### src/rtl/hwm_pkg.sv
package hwm_pkg;
   localparam int HALF_W = 16;
   localparam int WORD_W = 2 * HALF_W;

   typedef logic [HALF_W-1:0] half_t;
   typedef logic [WORD_W-1:0] word_t;

   // register decode result
   typedef enum logic [1:0] {
      RSEL_NONE = 2'd0,
      RSEL_CFG  = 2'd1,
      RSEL_LANE = 2'd2
   } rsel_e;
endpackage

### src/rtl/hwm_masked_half.sv
// Bit-wise write-enabled storage: each bit has its own enable from the mask half.
module hwm_masked_half #(
   parameter int W = 16
) (
   input  logic         clk,
   input  logic         rst,
   input  logic         we,
   input  logic [W-1:0] val,
   input  logic [W-1:0] msk,
   output logic [W-1:0] q
);
   for (genvar b = 0; b < W; b++) begin : g_bit
      logic bit_q;
      always_ff @(posedge clk) begin
         if (rst) begin
            bit_q <= 1'b0;
         end else if (we && msk[b]) begin
            bit_q <= val[b];
         end
      end
      assign q[b] = bit_q;
   end
endmodule

### src/rtl/hwm_cfg_port.sv
// Rising-edge detector on the stored strobe, capturing the fields at that edge.
module hwm_cfg_port #(
   parameter int PA_W = 6,
   parameter int PD_W = 4
) (
   input  logic            clk,
   input  logic            rst,
   input  logic            strb_q,
   input  logic [PA_W-1:0] fld_addr,
   input  logic [PD_W-1:0] fld_data,
   output logic            txn_valid,
   output logic [PA_W-1:0] txn_addr,
   output logic [PD_W-1:0] txn_data
);
   logic strb_d;
   logic rise;

   assign rise = strb_q & ~strb_d;

   always_ff @(posedge clk) begin
      if (rst) begin
         strb_d    <= 1'b0;
         txn_valid <= 1'b0;
         txn_addr  <= '0;
         txn_data  <= '0;
      end else begin
         strb_d    <= strb_q;
         txn_valid <= rise;
         if (rise) begin
            txn_addr <= fld_addr;
            txn_data <= fld_data;
         end
      end
   end
endmodule

### src/rtl/hwm_lane_idle.sv
// Maps stored idle bits onto per-lane outputs.
module hwm_lane_idle #(
   parameter int LANES = 4
) (
   input  logic [LANES-1:0] idle_bits,
   output logic [LANES-1:0] lane_idle
);
   for (genvar n = 0; n < LANES; n++) begin : g_lane
      assign lane_idle[n] = idle_bits[n];
   end
endmodule

### src/rtl/hwmask_ctrl_regs.sv
module hwmask_ctrl_regs
   import hwm_pkg::*;
#(
   parameter int ADDR_W   = 8,
   parameter int CFG_OFS  = 0,
   parameter int LANE_OFS = 4,
   parameter int LANES    = 4,
   parameter int STRB_BIT = 0,
   parameter int PA_LSB   = 1,
   parameter int PA_W     = 6,
   parameter int PD_LSB   = 7,
   parameter int PD_W     = 4,
   parameter int IDLE_LSB = 3
) (
   input  logic              clk,
   input  logic              rst,
   input  logic [ADDR_W-1:0] bus_addr,
   input  logic [31:0]       bus_wdata,
   input  logic              bus_wen,
   output logic [31:0]       bus_rdata,
   output logic              phy_cfg_valid,
   output logic [PA_W-1:0]   phy_cfg_addr,
   output logic [PD_W-1:0]   phy_cfg_data,
   output logic [LANES-1:0]  lane_idle
);
   localparam logic [ADDR_W-1:0] CFG_A  = ADDR_W'(CFG_OFS);
   localparam logic [ADDR_W-1:0] LANE_A = ADDR_W'(LANE_OFS);
   localparam int PA_MSB = PA_LSB + PA_W - 1;
   localparam int PD_MSB = PD_LSB + PD_W - 1;

   // elaboration-time parameter checks
   if (WORD_W != 32) begin : g_err_word
      $error("bus word must be 32 bits");
   end
   if (LANES < 1 || LANES > 4) begin : g_err_lanes
      $error("LANES must be 1..4");
   end
   if (IDLE_LSB + LANES > HALF_W) begin : g_err_idle
      $error("lane idle field exceeds register");
   end
   if (PA_MSB >= HALF_W || PD_MSB >= HALF_W) begin : g_err_fit
      $error("configuration field exceeds register");
   end
   if (!(PA_MSB < PD_LSB || PD_MSB < PA_LSB)) begin : g_err_ovl
      $error("address and data fields overlap");
   end
   if ((STRB_BIT >= PA_LSB && STRB_BIT <= PA_MSB) ||
       (STRB_BIT >= PD_LSB && STRB_BIT <= PD_MSB) ||
       STRB_BIT >= HALF_W) begin : g_err_strb
      $error("strobe bit collides with a field");
   end
   if (CFG_OFS == LANE_OFS) begin : g_err_ofs
      $error("register offsets must differ");
   end
   if (CFG_OFS >= (1 << ADDR_W) || LANE_OFS >= (1 << ADDR_W)) begin : g_err_afit
      $error("offset does not fit address width");
   end

   rsel_e sel;
   half_t cfg_q;
   half_t lane_q;
   half_t wr_val;
   half_t wr_msk;
   logic  cfg_we;
   logic  lane_we;

   assign wr_val = bus_wdata[HALF_W-1:0];
   assign wr_msk = bus_wdata[WORD_W-1:HALF_W];

   always_comb begin
      if (bus_addr == CFG_A) begin
         sel = RSEL_CFG;
      end else if (bus_addr == LANE_A) begin
         sel = RSEL_LANE;
      end else begin
         sel = RSEL_NONE;
      end
   end

   assign cfg_we  = bus_wen && (sel == RSEL_CFG);
   assign lane_we = bus_wen && (sel == RSEL_LANE);

   hwm_masked_half #(.W(HALF_W)) u_cfg_reg (
      .clk (clk),
      .rst (rst),
      .we  (cfg_we),
      .val (wr_val),
      .msk (wr_msk),
      .q   (cfg_q)
   );

   hwm_masked_half #(.W(HALF_W)) u_lane_reg (
      .clk (clk),
      .rst (rst),
      .we  (lane_we),
      .val (wr_val),
      .msk (wr_msk),
      .q   (lane_q)
   );

   hwm_cfg_port #(.PA_W(PA_W), .PD_W(PD_W)) u_cfg_port (
      .clk       (clk),
      .rst       (rst),
      .strb_q    (cfg_q[STRB_BIT]),
      .fld_addr  (cfg_q[PA_MSB:PA_LSB]),
      .fld_data  (cfg_q[PD_MSB:PD_LSB]),
      .txn_valid (phy_cfg_valid),
      .txn_addr  (phy_cfg_addr),
      .txn_data  (phy_cfg_data)
   );

   hwm_lane_idle #(.LANES(LANES)) u_lane_map (
      .idle_bits (lane_q[IDLE_LSB +: LANES]),
      .lane_idle (lane_idle)
   );

   // the mask half is never stored, so the upper read half is zero
   always_comb begin
      bus_rdata = '0;
      case (sel)
         RSEL_CFG:  bus_rdata[HALF_W-1:0] = cfg_q;
         RSEL_LANE: bus_rdata[HALF_W-1:0] = lane_q;
         default:   bus_rdata = '0;
      endcase
   end
endmodule

### config.mk
export PLATFORM = sky130hd
export DESIGN_NAME = hwmask_ctrl_regs
export DESIGN_NICKNAME = d
export VERILOG_FILES = /design/src/rtl/hwm_pkg.sv /design/src/rtl/hwm_masked_half.sv /design/src/rtl/hwm_cfg_port.sv /design/src/rtl/hwm_lane_idle.sv /design/src/rtl/hwmask_ctrl_regs.sv
export SDC_FILE = /design/constraint.sdc
export NUM_CORES = 1
export LEC_CHECK = 0
export BUFFER_PORTS_ARGS = -buffer_cell sky130_fd_sc_hd__buf_2
export CAP_MARGIN = 0
export CORE_AREA = 2 2 73 75
export DETAILED_ROUTE_END_ITERATION = 8
export DIE_AREA = 0 0 75 77
export PLACE_DENSITY = 0.78
export SETUP_SLACK_MARGIN = 0.2
export SLEW_MARGIN = 20
export SYNTH_ARGS = -nofsm -noshare
export SYNTH_HDL_FRONTEND = slang
export SYNTH_SLANG_ARGS = --single-unit
### constraint.sdc
create_clock -name clk -period 4.9 [get_ports clk]
set_input_delay 1.225 -clock clk [delete_from_list [all_inputs] [get_ports clk]]
set_output_delay 1.225 -clock clk [all_outputs]
set_load 0.01 [all_outputs]
# ---- After elaboration in Yosys (flattened, before gate mapping)
# Cells that the tools add are included.
dict set report word_totals {
  ff_bits 44
  inputBits 43
  out_inout_bits 47
}
dict set report op_classes {
  mux 3
  bitwise_logic 2
  n_eq_ne 3
  n_reduce_logical 35
}
# operator n
set op_table {}
lappend op_table {{$logic_and A1 B1 Y1} 34}
lappend op_table {{$pmux W16 S2} 1}
lappend op_table {{$eq A8 B3 Y1 const B} 1}
lappend op_table {{$logic_not A8 Y1} 1}
lappend op_table {{$mux W2} 2}
lappend op_table {{$eq A2 B1 Y1 const B} 1}
lappend op_table {{$eq A2 B2 Y1 const B} 1}
lappend op_table {{$and A1 B1 Y1} 1}
lappend op_table {{$not A1 Y1} 1}

# ---- Longest topological paths before layout
dict set report depth {
  depth_word 6
  mapped_depth 5
}

# ---- Modules after synthesis
# Synthesis repeated with hierarchy kept, for this count alone.
dict set report hier_totals {
  cells_unflattened 285
  hier_area_um2 2844.0
}
# mod cells_each seq_area_each_um2 n_inst area_per_inst_um2
set by_module_without_submodules {}
lappend by_module_without_submodules {hwm_masked_half 85 320.3 2 837.1}
lappend by_module_without_submodules {hwm_cfg_port 50 240.2 1 639.4}
lappend by_module_without_submodules {hwmask_ctrl_regs 61 0.0 1 500.5}
lappend by_module_without_submodules {hwm_lane_idle 4 0.0 1 30.0}

# ---- Worst setup path before layout
# Ideal clock, no wire load.
dict set report synth_timing {
  path_type {input -> output}
  start {input port bus_addr[1]}
  end {output port bus_rdata[10]}
  path_buffers 1
  cell_stages 4
  arrival_time_ps 2171
  slack_ps 1504
  cell_sequence {nor4_4 nand2_1 clkbuf_1 nor2_1}
}
dict set report synth_via {
  elab_chain_cells 5
  word_cells_on_any_way 7
  classes_between {eq/ne (3); mux (3); reduce/logical (1)}
}
# item line
set synth_rtl {}
lappend synth_rtl {{start, declared} hwmask_ctrl_regs.sv:17} ;# input logic [ADDR_W-1:0] bus_addr,
lappend synth_rtl {{$eq A8 B3 Y1} hwmask_ctrl_regs.sv:73} ;# end else if (bus_addr == LANE_A) begin
lappend synth_rtl {{$mux W2} hwmask_ctrl_regs.sv:73}
lappend synth_rtl {{$mux W2 *} hwmask_ctrl_regs.sv:71} ;# if (bus_addr == CFG_A) begin
lappend synth_rtl {{$eq A2 B2 Y1 or $eq A2 B1 Y1 (tied branches)} hwmask_ctrl_regs.sv:120} ;# case (sel)
lappend synth_rtl {{$pmux W16 S2 *} hwmask_ctrl_regs.sv:120}
lappend synth_rtl {{end, declared} hwmask_ctrl_regs.sv:20} ;# output logic [31:0] bus_rdata,
# Every way passes the cells marked *; elsewhere a longest branch is shown, timed or not.

# ---- Worst setup path after layout
dict set report layout_timing {
  start {input port bus_addr[1]}
  end {output port bus_rdata[4]}
}
# The elaborated chain is that of the path after synthesis.

==> reports/results.tsv <==
stage	metric	value	unit
critical_path	required	3.67	ns
global_routing	antenna_found_initial	0	
critical_path	critical_path_class	in -> out	
final_layout	final_cell_mix	buf_2 (73), nand2b_1 (49), mux2i_1 (48), dfxtp_1 (44), nand4_1 (32)	
cts	holdBufCountCts	0	
global_routing	grt_overflow_total	0	
detailed_routing	vias	1929	
floorplan	die_area	5780	um2
timing	period_share	82.0	%
final_layout	seq_area	881	um2
detailed_routing	drtIter0Drc	75	
place	dpl_worst_slack	0.886	ns
floorplan	io_pins	90	
detailed_routing	drc	0	
final_layout	drive_gt1_share	25.8	%
cts	cts_root_buffer	clkbuf_8	
global_routing	grt_start_max_net_pins	59	
logic_synthesis	ys.warnings.count	0	
final_layout	synthToLayoutAreaGrowth	15.0	%
critical_path	end_kind	output pin	
timing	setup_viol	0	
floorplan	core_area	4980	um2
cts	cts_tree	done	
timing	timing.setup.tns	0	ns
flow_run	drv_cap	0	
critical_path	arrival	2.79	ns
power_and_ir_drop	p_per_area	237	nW/um2
timing	whs	0.437	ns
timing	hold_violations	0	
critical_path	critPathMaxStageDelay	0.44	ns
timing	rsz0062_at_grt	false	
critical_path	crit_top_cell	buf_2	
timing	tightestPinTransition	0.880	ns
global_routing	grt_pass1_wl	8020	um
logic_synthesis	syn_area_per_cell	8.98	um2
final_layout	multi_input_area	1320	um2
place	portBuffers	73	
place	gp_congestion	0.769	
final_layout	final_common_cell	buf_2	
final_layout	diodes	0	
timing	relSlewSlack	40.9	%
cts	cts.path.max_buffers	2	
critical_path	worst-path-buf-inv	3	
critical_path	cp-start-kind	input port	
cts	cts_max_level	2	
logic_synthesis	synth-seq-cells	44	
cts	cts_sinks	44	
outcome	status	finished clean	
logic_synthesis	ys_types	17	
global_routing	grt.total_usage	17.6	%
timing	drv_slew	0	
cts	postCtsSetupBuffers	0	
detailed_routing	wl_per_cell	12.8	um
cts	clkTransAtPathRegs	0.08	ns
cts	cts_buffers	5	
critical_path	path_cells	buf_2 > nor4_4 > buf_4 > nand2_1 > nor2_1 > buf_2	
place	dp_hpwl	3520	um
final_layout	nets	367	
critical_path	cp_top_family	simple AND/OR/NAND/NOR gates	
detailed_routing	drtAntennaViolNets	0	
logic_synthesis	syn_inst	267	
detailed_routing	vias_per_cell	4.88	
floorplan	die_y	77	um
cts	clock_latency	0.29	ns
logic_synthesis	yosysSeqAreaShare	36.7	%
logic_synthesis	synth_area	2400	um2
detailed_routing	routed_wl	5040	um
detailed_routing	firstDrtPassIters	4	
min_path	hp-class	reg -> reg	
timing	setup_ws	0.881	ns
timing	finalCriticalPeriod	4.02	ns
critical_path	crit_fanout	33	
floorplan	rows	26	
floorplan	initial_core_util	48.2	%
timing	clock_skew	0.00392	ns
power_and_ir_drop	p_leak	1.33	nW
timing	max_freq	249	MHz
final_layout	nFillCells	491	
floorplan	dieWidth	75	um
power_and_ir_drop	peakVddDrop	181	uV
global_routing	first_global_vias	1736	
critical_path	critPathSlowestCell	nand2_1	
cts	cts.repair.resized	0	
routing by layer:
| layer | wire, um | GRT usage (%) | share of wire, % |
|---|---|---|---|
| met1 | 2400 | 23.9 | 48 |
| met2 | 2340 | 28.0 | 47 |
| met4 | 39 | 4.82 | 0.77 |
| met5 | 0 | 0 | 0 |
| met3 | 261 | 3.81 | 5.2 |
metrics by stage:
stage,utilization [%],std cells,total power [W],cell area (um2)
after floorplan,-,282,0.000411,2450
after detailed placement,53.5,387,0.000427,2660
final,55.4,395,0.000652,2760
after global routing,55.4,395,0.000677,2760
after global placement,53.5,387,0.000426,2660
after CTS,55.4,395,0.000656,2760
cell usage after synthesis:
master / count / area [um2]
a21oi_1: 10 / 50.1
buf_4: 20 / 150
nand2b_1: 49 / 307
nand4_1: 32 / 200
inv_1: 1 / 3.75
nor2b_1: 1 / 6.26
nand2_1: 21 / 78.8
conb_1: 1 / 3.75
nor4_4: 2 / 42.5
mux2i_1: 48 / 480
buf_6: 3 / 33.8
nor3_1: 1 / 5.00
clkbuf_1: 10 / 37.5
dfxtp_1: 44 / 881
nor4b_4: 1 / 23.8
buf_2: 6 / 30.0
nor2_1: 17 / 63.8
worst reg2reg max path, delay by kind of cell, from the launching register on:
| kind | cells | cell delay (ns) |
|---|---|---|
| simple gates | 2 | 0.65 |
| flops | 1 | 0.37 |
| compound gates | 1 | 0.13 |
sequential cells by signal (all words and copies together), names as in the netlist:
register / flops
u_cfg_port.strb_d: 1
u_cfg_port.txn_addr: 6
u_cfg_port.txn_data: 4
u_cfg_port.txn_valid: 1
u_cfg_reg.g_bit.bit_q: 16
u_lane_reg.g_bit.bit_q: 16
layout make-up:
| class | instances | share of cell area, % |
|---|---|---|
| Multi-Input combinational cell | 198 | 47.8 |
| Inverter | 1 | 0.136 |
| Tap cell | 70 | 3.18 |
| Clock inverter | 1 | 0.272 |
| Timing Repair Buffer | 74 | 13.5 |
| Clock buffer | 7 | 3.13 |
| Sequential cell | 44 | 32.0 |
worst paths after layout:
kind                                  from                     end  slack (ns)  cells after the start
hold / removal           u_cfg_port.strb_d    u_cfg_port.txn_valid        0.44                      1
setup reg to reg  u_cfg_reg.g_bit[0].bit_q  u_cfg_port.txn_addr[5]        3.68                      3
hold reg to reg          u_cfg_port.strb_d    u_cfg_port.txn_valid        0.44                      1
setup / recovery               bus_addr[1]            bus_rdata[4]        0.88                      6
report_power, final:
group          internal (W)  leakage, nW  total [W]  switching, W
clock network      0.000115       0.0445   0.000233      0.000118
logic             0.0000248        0.930  0.0000614     0.0000366
registers          0.000357        0.354   0.000357   0.000000120
logic make-up (layout without fill, tap and decap cells):
kind of cell / count (synthesis) / after routing / synth area share, %
flip-flops: 44 / 44 / 36.7
buffers and inverters: 40 / 83 / 10.6
multiplexers: 48 / 48 / 20.0
other: 1 / 16 / 0.156
AO/OA/AOI/OAI: 10 / 10 / 2.09
AND/OR/NAND/NOR: 124 / 124 / 30.3
Power figures use the tool's default switching activity.
